$ cat src/rtl/misc_ctl_pkg.sv
package misc_ctl_pkg;
  typedef enum logic [1:0] {
    TGT_NONE   = 2'd0,
    TGT_DIRECT = 2'd1,
    TGT_CLR    = 2'd2,
    TGT_SET    = 2'd3
  } tgt_e;
endpackage

$ cat src/rtl/misc_addr_dec.sv
module misc_addr_dec
  import misc_ctl_pkg::*;
#(
  parameter int unsigned OFS_W   = 17,
  parameter int unsigned DIR_OFS = 32'h4020,
  parameter int unsigned CLR_OFS = 32'h4021,
  parameter int unsigned SET_OFS = 32'h4022
) (
  input  logic [OFS_W-1:0] ofs_i,
  output tgt_e             tgt_o
);
  localparam logic [OFS_W-1:0] DIR_K = OFS_W'(DIR_OFS);
  localparam logic [OFS_W-1:0] CLR_K = OFS_W'(CLR_OFS);
  localparam logic [OFS_W-1:0] SET_K = OFS_W'(SET_OFS);

  always_comb begin
    tgt_o = TGT_NONE;
    if (ofs_i == DIR_K)      tgt_o = TGT_DIRECT;
    else if (ofs_i == CLR_K) tgt_o = TGT_CLR;
    else if (ofs_i == SET_K) tgt_o = TGT_SET;
  end
endmodule

$ cat src/rtl/misc_store.sv
module misc_store
  import misc_ctl_pkg::*;
#(
  parameter int unsigned DATA_W = 64,
  parameter int unsigned KEEP_W = 16
) (
  input  logic              clk,
  input  logic              rst_n,
  input  logic              wr_en_i,
  input  tgt_e              tgt_i,
  input  logic [KEEP_W-1:0] wdata_hi_i,
  output logic [DATA_W-1:0] word_o,
  output logic              irq_o
);
  localparam int unsigned LOW_W = DATA_W - KEEP_W;

  logic [KEEP_W-1:0] keep_q;
  logic [KEEP_W-1:0] keep_d;
  logic              keep_en;

  always_comb begin
    keep_en = wr_en_i && (tgt_i != TGT_NONE);
    unique case (tgt_i)
      TGT_DIRECT: keep_d = wdata_hi_i;
      TGT_CLR:    keep_d = keep_q & wdata_hi_i;
      TGT_SET:    keep_d = keep_q | wdata_hi_i;
      default:    keep_d = keep_q;
    endcase
  end

  always_ff @(posedge clk or negedge rst_n) begin
    if (!rst_n)       keep_q <= '0;
    else if (keep_en) keep_q <= keep_d;
  end

  assign word_o = {keep_q, {LOW_W{1'b0}}};
  assign irq_o  = keep_q[KEEP_W-1];

  assert_direct_R2: assert property (@(posedge clk) disable iff (!rst_n)
    (wr_en_i && tgt_i == TGT_DIRECT) |=> word_o[DATA_W-1:LOW_W] == $past(wdata_hi_i));
  assert_clear_R3: assert property (@(posedge clk) disable iff (!rst_n)
    (wr_en_i && tgt_i == TGT_CLR) |=>
      word_o[DATA_W-1:LOW_W] == ($past(word_o[DATA_W-1:LOW_W]) & $past(wdata_hi_i)));
  assert_set_R4: assert property (@(posedge clk) disable iff (!rst_n)
    (wr_en_i && tgt_i == TGT_SET) |=>
      word_o[DATA_W-1:LOW_W] == ($past(word_o[DATA_W-1:LOW_W]) | $past(wdata_hi_i)));
  assert_hold_R9: assert property (@(posedge clk) disable iff (!rst_n)
    !(wr_en_i && tgt_i != TGT_NONE) |=> $stable(word_o));
endmodule

$ cat src/rtl/misc_rdpath.sv
module misc_rdpath #(
  parameter int unsigned DATA_W = 64
) (
  input  logic              clk,
  input  logic              rst_n,
  input  logic              rd_en_i,
  input  logic              rd_direct_i,
  input  logic              unimpl_i,
  input  logic [DATA_W-1:0] word_i,
  output logic              rsp_valid_o,
  output logic [DATA_W-1:0] rsp_rdata_o,
  output logic              err_o
);
  logic [DATA_W-1:0] rdata_d;

  always_comb begin
    rdata_d = '0;
    if (rd_en_i && rd_direct_i) rdata_d = word_i;
  end

  always_ff @(posedge clk or negedge rst_n) begin
    if (!rst_n) begin
      rsp_valid_o <= 1'b0;
      rsp_rdata_o <= '0;
      err_o       <= 1'b0;
    end else begin
      rsp_valid_o <= rd_en_i;
      rsp_rdata_o <= rdata_d;
      err_o       <= unimpl_i;
    end
  end

  assert_rsp_pulse_R8: assert property (@(posedge clk) disable iff (!rst_n)
    rd_en_i |=> rsp_valid_o);
  assert_rsp_quiet_R8: assert property (@(posedge clk) disable iff (!rst_n)
    !rd_en_i |=> !rsp_valid_o);
  assert_alias_rd_zero_R8: assert property (@(posedge clk) disable iff (!rst_n)
    (rd_en_i && !rd_direct_i) |=> rsp_rdata_o == '0);
  assert_err_raise_R10: assert property (@(posedge clk) disable iff (!rst_n)
    unimpl_i |=> err_o);
  assert_err_quiet_R10: assert property (@(posedge clk) disable iff (!rst_n)
    !unimpl_i |=> !err_o);
endmodule

$ cat src/rtl/misc_ctl_alias.sv
module misc_ctl_alias
  import misc_ctl_pkg::*;
#(
  parameter int unsigned ADDR_W  = 20,
  parameter int unsigned DATA_W  = 64,
  parameter int unsigned KEEP_W  = 16,
  parameter int unsigned DIR_OFS = 32'h4020,
  parameter int unsigned CLR_OFS = 32'h4021,
  parameter int unsigned SET_OFS = 32'h4022
) (
  input  logic              clk,
  input  logic              rst_n,
  input  logic              req_valid,
  input  logic              req_write,
  input  logic [ADDR_W-1:0] req_addr,
  input  logic [DATA_W-1:0] req_wdata,
  output logic              rsp_valid,
  output logic [DATA_W-1:0] rsp_rdata,
  output logic              err_unimpl,
  output logic              irq_out
);
  localparam int unsigned WORD_SH = 3;
  localparam int unsigned OFS_W   = ADDR_W - WORD_SH;
  localparam int unsigned LOW_W   = DATA_W - KEEP_W;

  logic              rst_meta_q;
  logic              rst_sync_q;
  tgt_e              tgt;
  logic [DATA_W-1:0] word;
  logic              wr_en;
  logic              rd_en;
  logic              unimpl;
  logic              unused_bits;

  always_ff @(posedge clk or negedge rst_n) begin
    if (!rst_n) begin
      rst_meta_q <= 1'b0;
      rst_sync_q <= 1'b0;
    end else begin
      rst_meta_q <= 1'b1;
      rst_sync_q <= rst_meta_q;
    end
  end

  assign unused_bits = ^{req_addr[WORD_SH-1:0], req_wdata[LOW_W-1:0]};

  misc_addr_dec #(
    .OFS_W(OFS_W), .DIR_OFS(DIR_OFS), .CLR_OFS(CLR_OFS), .SET_OFS(SET_OFS)
  ) u_dec (
    .ofs_i (req_addr[ADDR_W-1:WORD_SH]),
    .tgt_o (tgt)
  );

  always_comb begin
    wr_en  = req_valid && req_write;
    rd_en  = req_valid && !req_write;
    unimpl = req_valid && (tgt == TGT_NONE);
  end

  misc_store #(.DATA_W(DATA_W), .KEEP_W(KEEP_W)) u_store (
    .clk        (clk),
    .rst_n      (rst_sync_q),
    .wr_en_i    (wr_en),
    .tgt_i      (tgt),
    .wdata_hi_i (req_wdata[DATA_W-1:LOW_W]),
    .word_o     (word),
    .irq_o      (irq_out)
  );

  misc_rdpath #(.DATA_W(DATA_W)) u_rd (
    .clk         (clk),
    .rst_n       (rst_sync_q),
    .rd_en_i     (rd_en),
    .rd_direct_i (tgt == TGT_DIRECT),
    .unimpl_i    (unimpl),
    .word_i      (word),
    .rsp_valid_o (rsp_valid),
    .rsp_rdata_o (rsp_rdata),
    .err_o       (err_unimpl)
  );

  assert_irq_direct_R6: assert property (@(posedge clk) disable iff (!rst_sync_q)
    (wr_en && tgt == TGT_DIRECT) |=> irq_out == $past(req_wdata[DATA_W-1]));
  assert_low_zero_R5: assert property (@(posedge clk) disable iff (!rst_sync_q)
    rsp_valid |-> rsp_rdata[LOW_W-1:0] == '0);
endmodule

$ cat config.mk
export PLATFORM = sky130hd
export DESIGN_NAME = misc_ctl_alias
export DESIGN_NICKNAME = d
export VERILOG_FILES = /design/src/rtl/misc_ctl_pkg.sv /design/src/rtl/misc_addr_dec.sv /design/src/rtl/misc_store.sv /design/src/rtl/misc_rdpath.sv /design/src/rtl/misc_ctl_alias.sv
export SDC_FILE = /design/constraint.sdc
export NUM_CORES = 1
export LEC_CHECK = 0
export BUFFER_PORTS_ARGS = -buffer_cell sky130_fd_sc_hd__buf_2
export CORE_MARGIN = 1
export CORE_UTILIZATION = 41
export CTS_CLUSTER_SIZE = 40
export DETAILED_ROUTE_END_ITERATION = 8
export PLACE_DENSITY_LB_ADDON = 0.25
export SLEW_MARGIN = 30
export SYNTH_ARGS = -nofsm -noshare
export SYNTH_HDL_FRONTEND = slang
export SYNTH_SLANG_ARGS = --single-unit
$ cat constraint.sdc
create_clock -name clk -period 2 [get_ports clk]
set_input_delay 0.2 -clock clk [delete_from_list [all_inputs] [get_ports clk]]
set_output_delay 0.2 -clock clk [all_outputs]
set_load 0.1 [all_outputs]
### Word level (Yosys, flattened, before mapping)

Cells that the tools add are included.

* word-level logic and storage cells: 29
* bits of input ports: 88
* flip-flop bits (word level): 84
* output and inout bits: 67

* bitwise gates (word level): 2
* reduce and logical (&&, ||, !) cells: 10
* muxes and demuxes: 5
* equality and inequality tests: 6

Operators by type and width (number)
* $mux W64: 1
* $eq A17 B15 Y1 const B: 3
* $pmux W16 S3: 1
* $and A16 B16 Y16: 1
* $or A16 B16 Y16: 1
* $mux W2: 3
* $logic_and A1 B1 Y1: 5
* $eq A2 B2 Y1 const B: 2
* $reduce_bool A3 Y1: 1
* $eq A2 B1 Y1 const B: 1
* $logic_not A2 Y1: 1
* $reduce_and A2 Y1: 1
* $reduce_bool A2 Y1: 1
* $logic_not A1 Y1: 1

### Depth between registers and ports, before layout

* depth in word-level cells: 7
* depth in mapped cells: 7

### Modules after synthesis

From an unflattened synthesis, not the netlist that was laid out.

* cell total of the unflattened synthesis: 297
* area total of the unflattened synthesis: 3515.9 um2

By module, submodules not included
* misc_rdpath: times used 1, cells each 144, area each 2172.1 um2
* misc_store: times used 1, cells each 138, area each 1191.1 um2
* misc_ctl_alias: times used 1, cells each 7, area each 88.8 um2
* misc_addr_dec: times used 1, cells each 8, area each 63.8 um2

### Worst setup path before layout

Ideal clock, no wire load.

* kind: input to register
* start point: in req_addr[18]
* end point: reg u_store.keep_q[15]
* path slack: 0.395 ns
* stages: 5
* buffers on the path: 1
* arrival: 1.525 ns
* path through: or4b_4 > nor3b_4 > buf_4 > a41oi_1 > a21oi_1

* longest elaborated chain between the ends: 7
* elaborated cells on any way between the ends: 14
* those cells by class: 6 x eq/ne; 4 x mux; 4 x reduce/logical

RTL lines
* start, declared: RTL line misc_ctl_alias.sv:15 `input logic [ADDR_W-1:0] req_addr,`
* $eq A17 B15 Y1: RTL line misc_addr_dec.sv:20 `else if (ofs_i == SET_K) tgt_o = TGT_SET;`
* $mux W2: RTL line misc_addr_dec.sv:20
* $mux W2: RTL line misc_addr_dec.sv:19 `else if (ofs_i == CLR_K) tgt_o = TGT_CLR;`
* $mux W2 *: RTL line misc_addr_dec.sv:18 `if (ofs_i == DIR_K) tgt_o = TGT_DIRECT;`
* $eq A2 B2 Y1, or another cell as far along: RTL line misc_store.sv:23 `unique case (tgt_i)`
* $reduce_bool A3 Y1 (no line) or $logic_and A1 B1 Y1 (tied branches)
* $reduce_and A2 Y1 (no line)
* end signal, assigned: RTL line misc_store.sv:33 `else if (keep_en) keep_q <= keep_d;`
* end, declared: RTL line misc_store.sv:17 `logic [KEEP_W-1:0] keep_q;`

Mark *: on every way between the ends. The rest lies on a longest branch, timed or not.
A chain may end at the register's enable or synchronous reset.

### Worst setup path after layout

* start point: in req_addr[18]
* end point: reg u_store.keep_q[6]

The elaborated chain is that of the path after synthesis.

==> results.ini <==
[outcome]
status = finished, final reports clean

[routing]
wl_per_cell_microns = 11.7
wl_microns = 3300
avgViaCountPerCell = 4.50
antenna_left = 0
drc = 0
initialDrtViolationCount = 129
first_pass_iters = 4
vias = 1268

[placed_design]
portBuffers = 55
routabilityCongestion = 0.699
place_inst = 274
hpwlAfterDp_microns = 2430

[synth]
netlist_area_sq_mm = 0.00180
synthMuxAreaShare_pct = 0
post-synth-top-count-cell = buf_4
synth_compound_area_share_pct = 12.9
yosys.area_share.xor_xnor_pct = 0
yosysSeqAreaShare_pct = 50.0
yosys-top-cells-area = dfrtp_1, buf_4, a41oi_1, and2_1, a21oi_1
yosys_warnings = 0
synth-seq-cells = 36
post_synth_inst_count = 172
synth-edff-count = 0
synthFlopType = dfrtp_1
synth_fa_ha_area_share_pct = 0
synth_top_family_by_area = buffers and inverters
synth_async_sr_flop_share_pct = 100
synth_top_area_cell = dfrtp_1
avgSynthCellArea_sq_um = 10.5
synthTopCellsByCount = buf_4, dfrtp_1, a21oi_1, and2_1
ys_types = 23
yosysTopAreaCellShare_pct = 50.0
synth-simple-area-share_pct = 10.8

[power]
p_switching_mw = 0.692
p_leak_nw = 1.20
p_int_mw = 1.01
power_density_mw_per_mm2 = 832
p_seq_share_pct = 43.2
combinationalPowerShare_pct = 28.8
netSwitchingFraction_pct = 40.8
vdd_drop_max_v = 0.000413
power_frac_clock_pct = 28.1
finalPower_mw = 1.70

[cts]
cts_resized = 0
cts_root_buf = clkbuf_8
cts_buffers = 5
cts_tree = done
clockBufferDepth = 2
cts.clk_slew.worst_paths_ps = 70
clock_latency_ps = 280
clock-sinks = 36
h-tree-depth = 2

[floorplanning]
io_pins = 155
rows = 23
die_y_microns = 68.3
die_x_microns = 68.3
die_area_sq_mm = 0.00466
core-area_sq_mm = 0.00412
start_util_pct = 43.8

[layout]
nets = 320
final_util_pct = 49.7
multiInputGateArea_sq_um = 612
diodes = 0
fin_cells = 282
regArea_sq_um = 901
area_delta_synth_final_pct = 13.5
n_fill_cell = 386
drive_gt1_share_pct = 30.2

[global_route]
grt_pass1_wl_microns = 5110
antenna_found_initial = 0
grt_use_total_pct = 15.5
grt-ovfl-total = 0
grt_max_degree = 35
grt_pass1_vias = 1162

[setup_path]
worstPathArrival_ps = 1700
crit_fanout = 13
cp-end-kind = flip-flop
required_ps = 2200
critPathSlowestCell = or4b_4
path_class = in -> reg
reg2reg_depth = 2
cp-start-kind = input pin
max_stage_delay_ps = 560
crit_chain = buf_2, or4b_4, nor3b_4, buf_4, a41oi_1, a21oi_1

[timing]
finClkSkew_ps = 6.11
hold_viol_final = 0
period_minus_slack_ps = 1490
maxSlewViolCount = 0
setup_violations = 0
holdWs_ps = 150
fmax_ghz = 0.670
rsz0062_at_grt = false
tns_ps = 0
period_share_pct = 74.7

[min_path]
hold_path_depth = 3
min_path_type = in -> reg

[run]
drv_cap = 0

[sequential cells by signal (all words and copies together), names as in the netlist]
name	cells
u_rd.rsp_valid_o	1
u_rd.err_o	1
u_rd.rsp_rdata_o	16
rst_meta_q	1
rst_sync_q	1
u_store.keep_q	16
[power by group through the flow]
stage	Clock [mW]	Combinational, mW	Sequential [mW]
after floorplan	0	0.482	0.772
after global placement	0	0.487	0.747
after detailed placement	0	0.487	0.747
after CTS	0.488	0.489	0.733
after global routing	0.519	0.505	0.733
final	0.477	0.489	0.733
[path summary, 6_finish.rpt]
path	slack (ps)	from	endpoint
max	510	req_addr[18]	u_store.keep_q[6]
min	150	req_wdata[56]	u_store.keep_q[8]
max reg2reg	1250	u_store.keep_q[15]	u_store.keep_q[15]
min reg2reg	270	rst_sync_q	u_store.keep_q[10]
max in group asynchronous	1420	rst_sync_q	u_store.keep_q[5]
min in group asynchronous	220	rst_n	rst_sync_q
[routing by layer]
metal / GRT usage (%) / up-vias / wire, microns
li1: - / 591 / -
met1: 16.9 / 594 / 1300
met2: 27.1 / 78 / 1680
met3: 3.83 / 5 / 263
met4: 8.59 / 0 / 63
met5: 0 / - / 0
[final cells by class]
class	count	share of cell area, %
Sequential cell	36	44.1
Clock inverter	1	0.245
Tap cell	50	3.06
Multi-Input combinational cell	111	29.9
Clock buffer	6	3.55
Timing Repair Buffer	62	16.2
Inverter	16	2.94
[critical path, delay by kind of cell]
kind / cells / cell delay [ps]
AOI/OAI and AO/OA: 2 / 270
buffers and inverters: 2 / 350
and+or+nand+nor: 2 / 870
[per-stage QoR]
stage                     setup WS, ps  cell area (sq um)
after global routing               373               2040
after CTS                          485               2040
final                              507               2040
after detailed placement           185               1960
after global placement             216               1960
after floorplan                    395               1980
[cells in the final DEF (no fill, tap or decap)]
master and count:
dlygate4sd3_1 1, nor2b_1 1, nor4_1 1, dfrtp_1 36
a21oi_1 17, and3_4 1, nor4b_1 1, and3_1 1
clkbuf_8 5, a41oi_1 16, conb_1 49, nand2_1 1
nor2_1 1, a21boi_0 1, or4b_4 1, nor3b_4 1
inv_1 16, buf_4 6, nor3_1 2, and2_1 17
clkbuf_1 1, clkinv_2 1, buf_2 55
[cells by family after synthesis]
kind of cell,after synthesis
buffers and inverters,72
and+or+nand+nor,28
other,2
DFF,36
AOI/OAI and AO/OA,34
[timing repair]
item / 4_1_cts / 5_1_grt
endpoints found under the hold margin: 2 / 0
hold buffers: 1 / 0
endpoints found under the setup margin: 0 / 0
buffers inserted: 0 / 0
Power figures use the tool's default switching activity.
